### src/rtl/edge_event_counter.sv
module edge_event_counter #(
  parameter int CNT_W       = 64,
  parameter int FILT_W      = 16,
  parameter int SYNC_STAGES = 2
) (
  input  logic              clk,
  input  logic              rst_n,
  input  logic              run,
  input  logic              cfg_falling,
  input  logic              cfg_down,
  input  logic              cfg_gate_en,
  input  logic [CNT_W-1:0]  cfg_terminal,
  input  logic [FILT_W-1:0] cfg_filter,
  input  logic              src_in,
  input  logic              gate_in,
  output logic [CNT_W-1:0]  count_q,
  output logic              tc_pulse
);

  localparam logic [CNT_W-1:0] ONE = CNT_W'(1);

  // captured configuration
  logic              falling_q, down_q, gate_en_q;
  logic [CNT_W-1:0]  term_q;
  logic [FILT_W-1:0] flen_q;

  always_ff @(posedge clk or negedge rst_n) begin
    if (!rst_n) begin
      falling_q <= 1'b0;
      down_q    <= 1'b0;
      gate_en_q <= 1'b0;
      term_q    <= '0;
      flen_q    <= '0;
    end else if (!run) begin
      falling_q <= cfg_falling;
      down_q    <= cfg_down;
      gate_en_q <= cfg_gate_en;
      term_q    <= cfg_terminal;
      flen_q    <= cfg_filter;
    end
  end

  // synchronisers
  logic [SYNC_STAGES-1:0] src_sr, gate_sr;
  logic src_s, gate_s;

  always_ff @(posedge clk or negedge rst_n) begin
    if (!rst_n) begin
      src_sr  <= '0;
      gate_sr <= '0;
    end else begin
      src_sr  <= {src_sr[SYNC_STAGES-2:0], src_in};
      gate_sr <= {gate_sr[SYNC_STAGES-2:0], gate_in};
    end
  end

  assign src_s  = src_sr[SYNC_STAGES-1];
  assign gate_s = gate_sr[SYNC_STAGES-1];

  // stability filter
  logic              cand, filt, filt_d;
  logic [FILT_W-1:0] tick;
  logic [FILT_W:0]   seen;

  assign seen = (src_s == cand) ? {1'b0, tick} + 1'b1 : (FILT_W+1)'(1);

  always_ff @(posedge clk or negedge rst_n) begin
    if (!rst_n) begin
      cand   <= 1'b0;
      tick   <= '0;
      filt   <= 1'b0;
      filt_d <= 1'b0;
    end else begin
      cand   <= src_s;
      tick   <= seen[FILT_W] ? '1 : seen[FILT_W-1:0];
      if (seen >= {1'b0, flen_q})
        filt <= src_s;
      filt_d <= filt;
    end
  end

  // edge selection, gating, counting
  logic              edge_hit, ev;
  logic [CNT_W-1:0]  count_nx, target;

  assign edge_hit = falling_q ? (filt_d & ~filt) : (filt & ~filt_d);
  assign ev       = edge_hit & (~gate_en_q | gate_s);
  assign count_nx = down_q ? count_q - ONE : count_q + ONE;
  assign target   = down_q ? '0 : term_q;

  always_ff @(posedge clk or negedge rst_n) begin
    if (!rst_n) begin
      count_q  <= '0;
      tc_pulse <= 1'b0;
    end else if (!run) begin
      count_q  <= cfg_down ? cfg_terminal : '0;
      tc_pulse <= 1'b0;
    end else begin
      tc_pulse <= ev && (count_nx == target);
      if (ev)
        count_q <= count_nx;
    end
  end

  AST_STOP_RELOAD: assert property (@(posedge clk) disable iff (!rst_n)
    !run |=> count_q == ($past(cfg_down) ? $past(cfg_terminal) : '0));

  AST_STEP_ONE: assert property (@(posedge clk) disable iff (!rst_n)
    run |=> (count_q == $past(count_q)) || (count_q == $past(count_q) + ONE) ||
            (count_q == $past(count_q) - ONE));

  AST_GATE_HOLD: assert property (@(posedge clk) disable iff (!rst_n)
    run && gate_en_q && !gate_s |=> $stable(count_q));

  AST_TC_SINGLE: assert property (@(posedge clk) disable iff (!rst_n)
    tc_pulse |=> !tc_pulse);

  AST_TC_STOPPED: assert property (@(posedge clk) disable iff (!rst_n)
    !run |=> !tc_pulse);

  AST_TC_AT_END: assert property (@(posedge clk) disable iff (!rst_n)
    tc_pulse |-> count_q == target);

endmodule

### config.mk
export PLATFORM = sky130hd
export DESIGN_NAME = edge_event_counter
export DESIGN_NICKNAME = d
export VERILOG_FILES = /design/src/rtl/edge_event_counter.sv
export SDC_FILE = /design/constraint.sdc
export NUM_CORES = 1
export LEC_CHECK = 0
export ABC_AREA = 0
export BUFFER_PORTS_ARGS = -buffer_cell sky130_fd_sc_hd__buf_2
export CORE_UTILIZATION = 50
export DETAILED_ROUTE_END_ITERATION = 8
export GPL_TIMING_DRIVEN = 0
export PLACE_DENSITY = 0.79
export SYNTH_ARGS = -nofsm -noshare
export SYNTH_HDL_FRONTEND = slang
export SYNTH_SLANG_ARGS = --single-unit
### constraint.sdc
create_clock -name clk -period 6.95 [get_ports clk]
set_input_delay 1.39 -clock clk [delete_from_list [all_inputs] [get_ports clk]]
set_output_delay 1.39 -clock clk [all_outputs]
set_load 0.01 [all_outputs]
# After elaboration in Yosys (flattened, before gate mapping)
# Index checks and enable logic that the tools add are counted.
[totals]
register_bits = 171
inputBits = 88
word_cells = 37
out_inout_bits = 65
[op_classes]
order_cmp = 1
n_eq_ne = 3
n_addsub = 3
n_mux = 9
n_bitwise = 7
n_reduce_logical = 1
[op_table]
columns = ["op", "n"]
rows = [
  ["64-bit two-way mux", 5],
  ["64-bit by 1-bit adder with 64-bit output, second input constant", 1],
  ["64-bit == test", 1],
  ["64-bit by 1-bit subtractor with 64-bit output, second input constant", 1],
  ["16-bit by 1-bit adder with 17-bit output, second input constant", 1],
  ["17-bit by 16-bit greater-or-equal comparator with 1-bit output", 1],
  ["17-bit two-way mux", 1],
  ["16-bit two-way mux", 1],
  ["1-bit AND", 3],
  ["1-bit NOT", 3],
  ["1-bit two-way mux", 2],
  ["2-bit by 1-bit != test with 1-bit output, second input constant", 1],
  ["1-bit == test", 1],
  ["1-bit logical AND", 1],
  ["1-bit bitwise OR", 1],
]

# Depth between registers and ports, before layout
[depth]
ltp_word = 6
ltp_mapped = 17
depth_no_buf = 17

# Worst setup path before layout
# No wires, ideal clock.
[synth_path]
path_kind = "flip-flop to flip-flop"
start = "register down_q"
end = "register tc_pulse"
required_ns = 6.870
setup_ns = 0.080
period_less_slack_ns = 5.082
path_buffers = 0
path_slack_ns = 1.868
path_stages_with_launch = 15
arrival_ns = 5.002
cell_sequence = "dfrtp_1 > ha_1 > a211o_1 > a21o_1 > a221o_2 > a2111oi_4 > o21ai_2 > o21a_4 > a211oi_4 > o31ai_1 > xnor3_1 > a21o_1 > nor4_1 > nand4_1 > nor3_2"
[synth_between]
elab_chain_cells = 4
elab_cells_between_ends = 5
classes_between = "eq/ne (1); mux (3); reduce/logical (1)"
[synth_rtl]
columns = ["item", "line", "source"]
rows = [
  ["start, declared", "23", "logic falling_q, down_q, gate_en_q;"],
  ["start signal, assigned", "36", "down_q <= cfg_down;"],
  ["64-bit two-way mux (on tied branches)", "88, 89", ""],
  ["64-bit == test *", "99", "tc_pulse <= ev && (count_nx == target);"],
  ["1-bit logical AND *", "99", ""],
  ["1-bit two-way mux *", "95", "end else if (!run) begin"],
  ["end signal, assigned", "99", ""],
  ["end, declared", "17", "output logic tc_pulse"],
]
# Every way passes the cells marked *; elsewhere a longest branch is shown, timed or not.
# A chain may end at the register's enable or synchronous reset.

# Worst setup path in the final report
# Ends and elaborated chain as after synthesis.

==> results_dict.tcl <==
set metrics [dict create \
    status "completed" \
    cts_buffer_depth 2 \
    numCtsBuffers 17 \
    synth.avg_cell_area_um2 8.57 \
    grt_usage_pct 33.2 \
    cp.arrival_ns 6.77 \
    final.min_clock_period_ns 6.40 \
    drc 0 \
    total_power_uw 3490 \
    synth-seq-area-share_pct 31.5 \
    synthSimpleGateAreaFrac_pct 18.6 \
    nets 1926 \
    hold_viol 0 \
    grt_pass1_wl_um 71300 \
    port_buffers 152 \
    ys.flop_type "dfrtp_1" \
    cts_sinks 171 \
    gr-total-overflow 0 \
    async_reset_ff_share_pct 100 \
    max_freq_mhz 156 \
    ys_ff_latch 171 \
    first_pass_iters 8 \
    fin_util_pct 58.6 \
    num_io_pins 153 \
    synth_edf_count 0 \
    synth_xor_area_share_pct 7.01 \
    clk_pin_slew_ns 0.08 \
    p_per_area_nw_per_um2 226 \
    die_h_um 167 \
    report.final.slew_viol_count 0 \
    max_slew.worst_pin.slew_ns 1.11 \
    cts_tree "done" \
    die_area_um2 27800 \
    period_share_pct 92.1 \
    grt_setup_unrepaired "false" \
    gp_congestion 0.987 \
    grt_use_met1_pct 44.9 \
    grt_max_degree 114 \
    h-tree-depth 4 \
    core_um2 26400 \
    yosys.area_share.adder_pct 7.42 \
    cp_max_fo 41 \
    final_common_cell "dfrtp_1" \
    root_buffer "clkbuf_16" \
    critPathLaunchType "flip-flop" \
    drive_gt1_share_pct 17.7 \
    endpoint_kind "flip-flop" \
    netlist_instances 1585 \
    totalWireLength_um 46100 \
    criticalPathCategory "flip-flop to flip-flop" \
    met3_usage_pct 5.25 \
    synth_compound_area_share_pct 22.4 \
    postRouteAntennaNets 0 \
    start_util_pct 51.6 \
    ctsHoldBuffers 0 \
    busiest_layer "met2" \
    std_cell_rows 59 \
    leakagePower_uw 0.00707 \
    final_cell_mix "170 x dfrtp_1, 160 x nand2_1, 160 x buf_2" \
    fill_cells 2346 \
    peakVddDrop_uv 168 \
    synth_top_family_by_area "compound AO/OA/AOI/OAI gates" \
    routedWlPerCell_um 21.8 \
    cts_resized 0 \
    post_cts_buffers 0 \
    finalSetupViolCount 0 \
    syn_nets 1753 \
    viasPerCell 6.31 \
    synth_area_um2 13600 \
    grtUsageMet2_pct 52.3 \
    min_path_type "flip-flop to flip-flop" \
    slew_headroom_pct 25.7 \
    dpl.hpwl_um 35700 \
    synthToLayoutAreaGrowth_pct 13.7 \
    drv_cap 0 \
    skew_ns 0.0135 \
    grt_antenna_before_repair 5 \
    die_w_um 167 \
    clock_latency_ns 0.45 \
    vias 13300 \
    ys_warn_count 0 \
    synthMuxAreaShare_pct 9.47 \
    first_iter_violations 1233 \
    synth.distinct_cells 85 \
    crit_required_ns 7.32 \
    grt_pass1_vias 12800 \
]
## kinds of logic after synthesis
| family | Yosys count |
|---|---|
| AOI/OAI and AO/OA | 471 |
| xor gates and xnor gates | 96 |
| adders and majority gates | 80 |
| buffers and inverters | 126 |
| DFF | 171 |
| muxes | 116 |
| and+or+nand+nor | 525 |
## worst paths after layout
| path | start | endpoint | slack, ns | depth (start not counted) |
|---|---|---|---|---|
| worst max register to register | down_q$_DFFE_PN0N_ | tc_pulse$_DFF_PN0_ | 0.55 | 16 |
| worst min-delay path | gate_sr[0]$_DFF_PN0_ | gate_sr[1]$_DFF_PN0_ | 0.36 | 0 |
| max in group asynchronous | rst_n | down_q$_DFFE_PN0N_ | 5.18 | 2 |
| worst max-delay path | down_q$_DFFE_PN0N_ | tc_pulse$_DFF_PN0_ | 0.55 | 16 |
| min in group asynchronous | rst_n | term_q[3]$_DFFE_PN0N_ | 0.85 | 1 |
| worst min register to register | gate_sr[0]$_DFF_PN0_ | gate_sr[1]$_DFF_PN0_ | 0.36 | 0 |
## worst max-delay path: stages, from the launching register on
cell and delay (ns):
dfrtp_2 0.79, buf_12 0.29, ha_1 0.28, buf_2 0.17, a21oi_1 0.34, o21ai_0 0.35, a2111oi_1 0.91, nor3_1 0.32
a211o_1 0.35, xnor2_1 0.20, or4b_2 0.65, a21o_1 0.20, a21oi_1 0.30, nand4_1 0.20, nor4_1 0.53, nand4_1 0.17
nor3_2 0.20
## through the flow
step | TNS [ns] | setup slack (ns) | hold WS [ns] | cells | cell area [µm²]
floorplan | 0 | 1.87 | 0.331 | 1585 | 13600
detailed placement | 0 | 0.616 | 0.342 | 2074 | 14800
finish | 0 | 0.550 | 0.356 | 2110 | 15500
CTS | 0 | 0.566 | 0.359 | 2106 | 15400
global placement | -1.33 | -0.826 | 0.334 | 2072 | 14800
global route | 0 | 0.300 | 0.369 | 2106 | 15400
## cell type report
| cell class | instances | area [µm²] | share of cell area, % |
|---|---|---|---|
| clock buffer | 18 | 439 | 2.84 |
| tap | 335 | 419 | 2.71 |
| buffer | 84 | 327 | 2.11 |
| timing repair buffer | 154 | 818 | 5.29 |
| sequential | 171 | 4280 | 27.7 |
| antenna | 4 | 10.0 | 0.0648 |
| inverter | 42 | 158 | 1.02 |
| clock inverter | 14 | 178 | 1.15 |
| multi-input combinational | 1288 | 8830 | 57.1 |
## where the power goes
| group | switching, µW | internal [µW] |
|---|---|---|
| Sequential | 90.7 | 1080 |
| Clock | 479 | 556 |
| Combinational | 788 | 496 |
| Total | 1360 | 2130 |
## sequential cells by signal, summed over array words and instances (netlist names)
register,cells
count_q,64
term_q,64
flen_q,16
tick,16
gate_sr,2
src_sr,2
cand,1
down_q,1
falling_q,1
filt,1
filt_d,1
gate_en_q,1
tc_pulse,1
## metal layers
layer | wire length, µm | part of all wire (%)
met1 | 20100 | 44
met2 | 20500 | 45
met3 | 3540 | 7.7
met4 | 1870 | 4.1
met5 | 11 | 0.024
## cell usage after synthesis, types with 5 or more instances
cell	n	area, µm²
nand3b_1	7	52.6
o21bai_1	12	90.1
or2_2	6	37.5
nor2b_1	15	93.8
o22ai_1	5	31.3
nand3_1	35	175
nor3_1	30	150
a211oi_1	10	75.1
a21oi_1	129	646
and3_1	11	68.8
o21ai_0	127	636
a211o_1	9	78.8
a21o_1	38	285
nor4_1	10	62.6
buf_2	9	45.0
xnor3_1	7	158
o211ai_1	18	135
o21ai_1	7	35.0
clkbuf_1	73	274
xor2_1	37	324
a2111oi_0	6	52.6
xnor2_1	51	447
nor4b_1	7	61.3
nor2_1	149	559
o2111ai_1	5	43.8
nand2_1	160	601
dfrtp_1	171	4280
ha_1	79	988
a22o_1	20	175
or3_1	11	68.8
mux2i_1	25	250
o21a_1	15	113
nand4_1	37	231
o31ai_1	5	37.5
mux2_2	90	1010
and2_1	6	37.5
a31oi_1	8	50.1
nor3b_1	10	75.1
inv_1	41	154
nand2b_1	12	75.1
No activity file was read; power rests on OpenSTA's default activity.
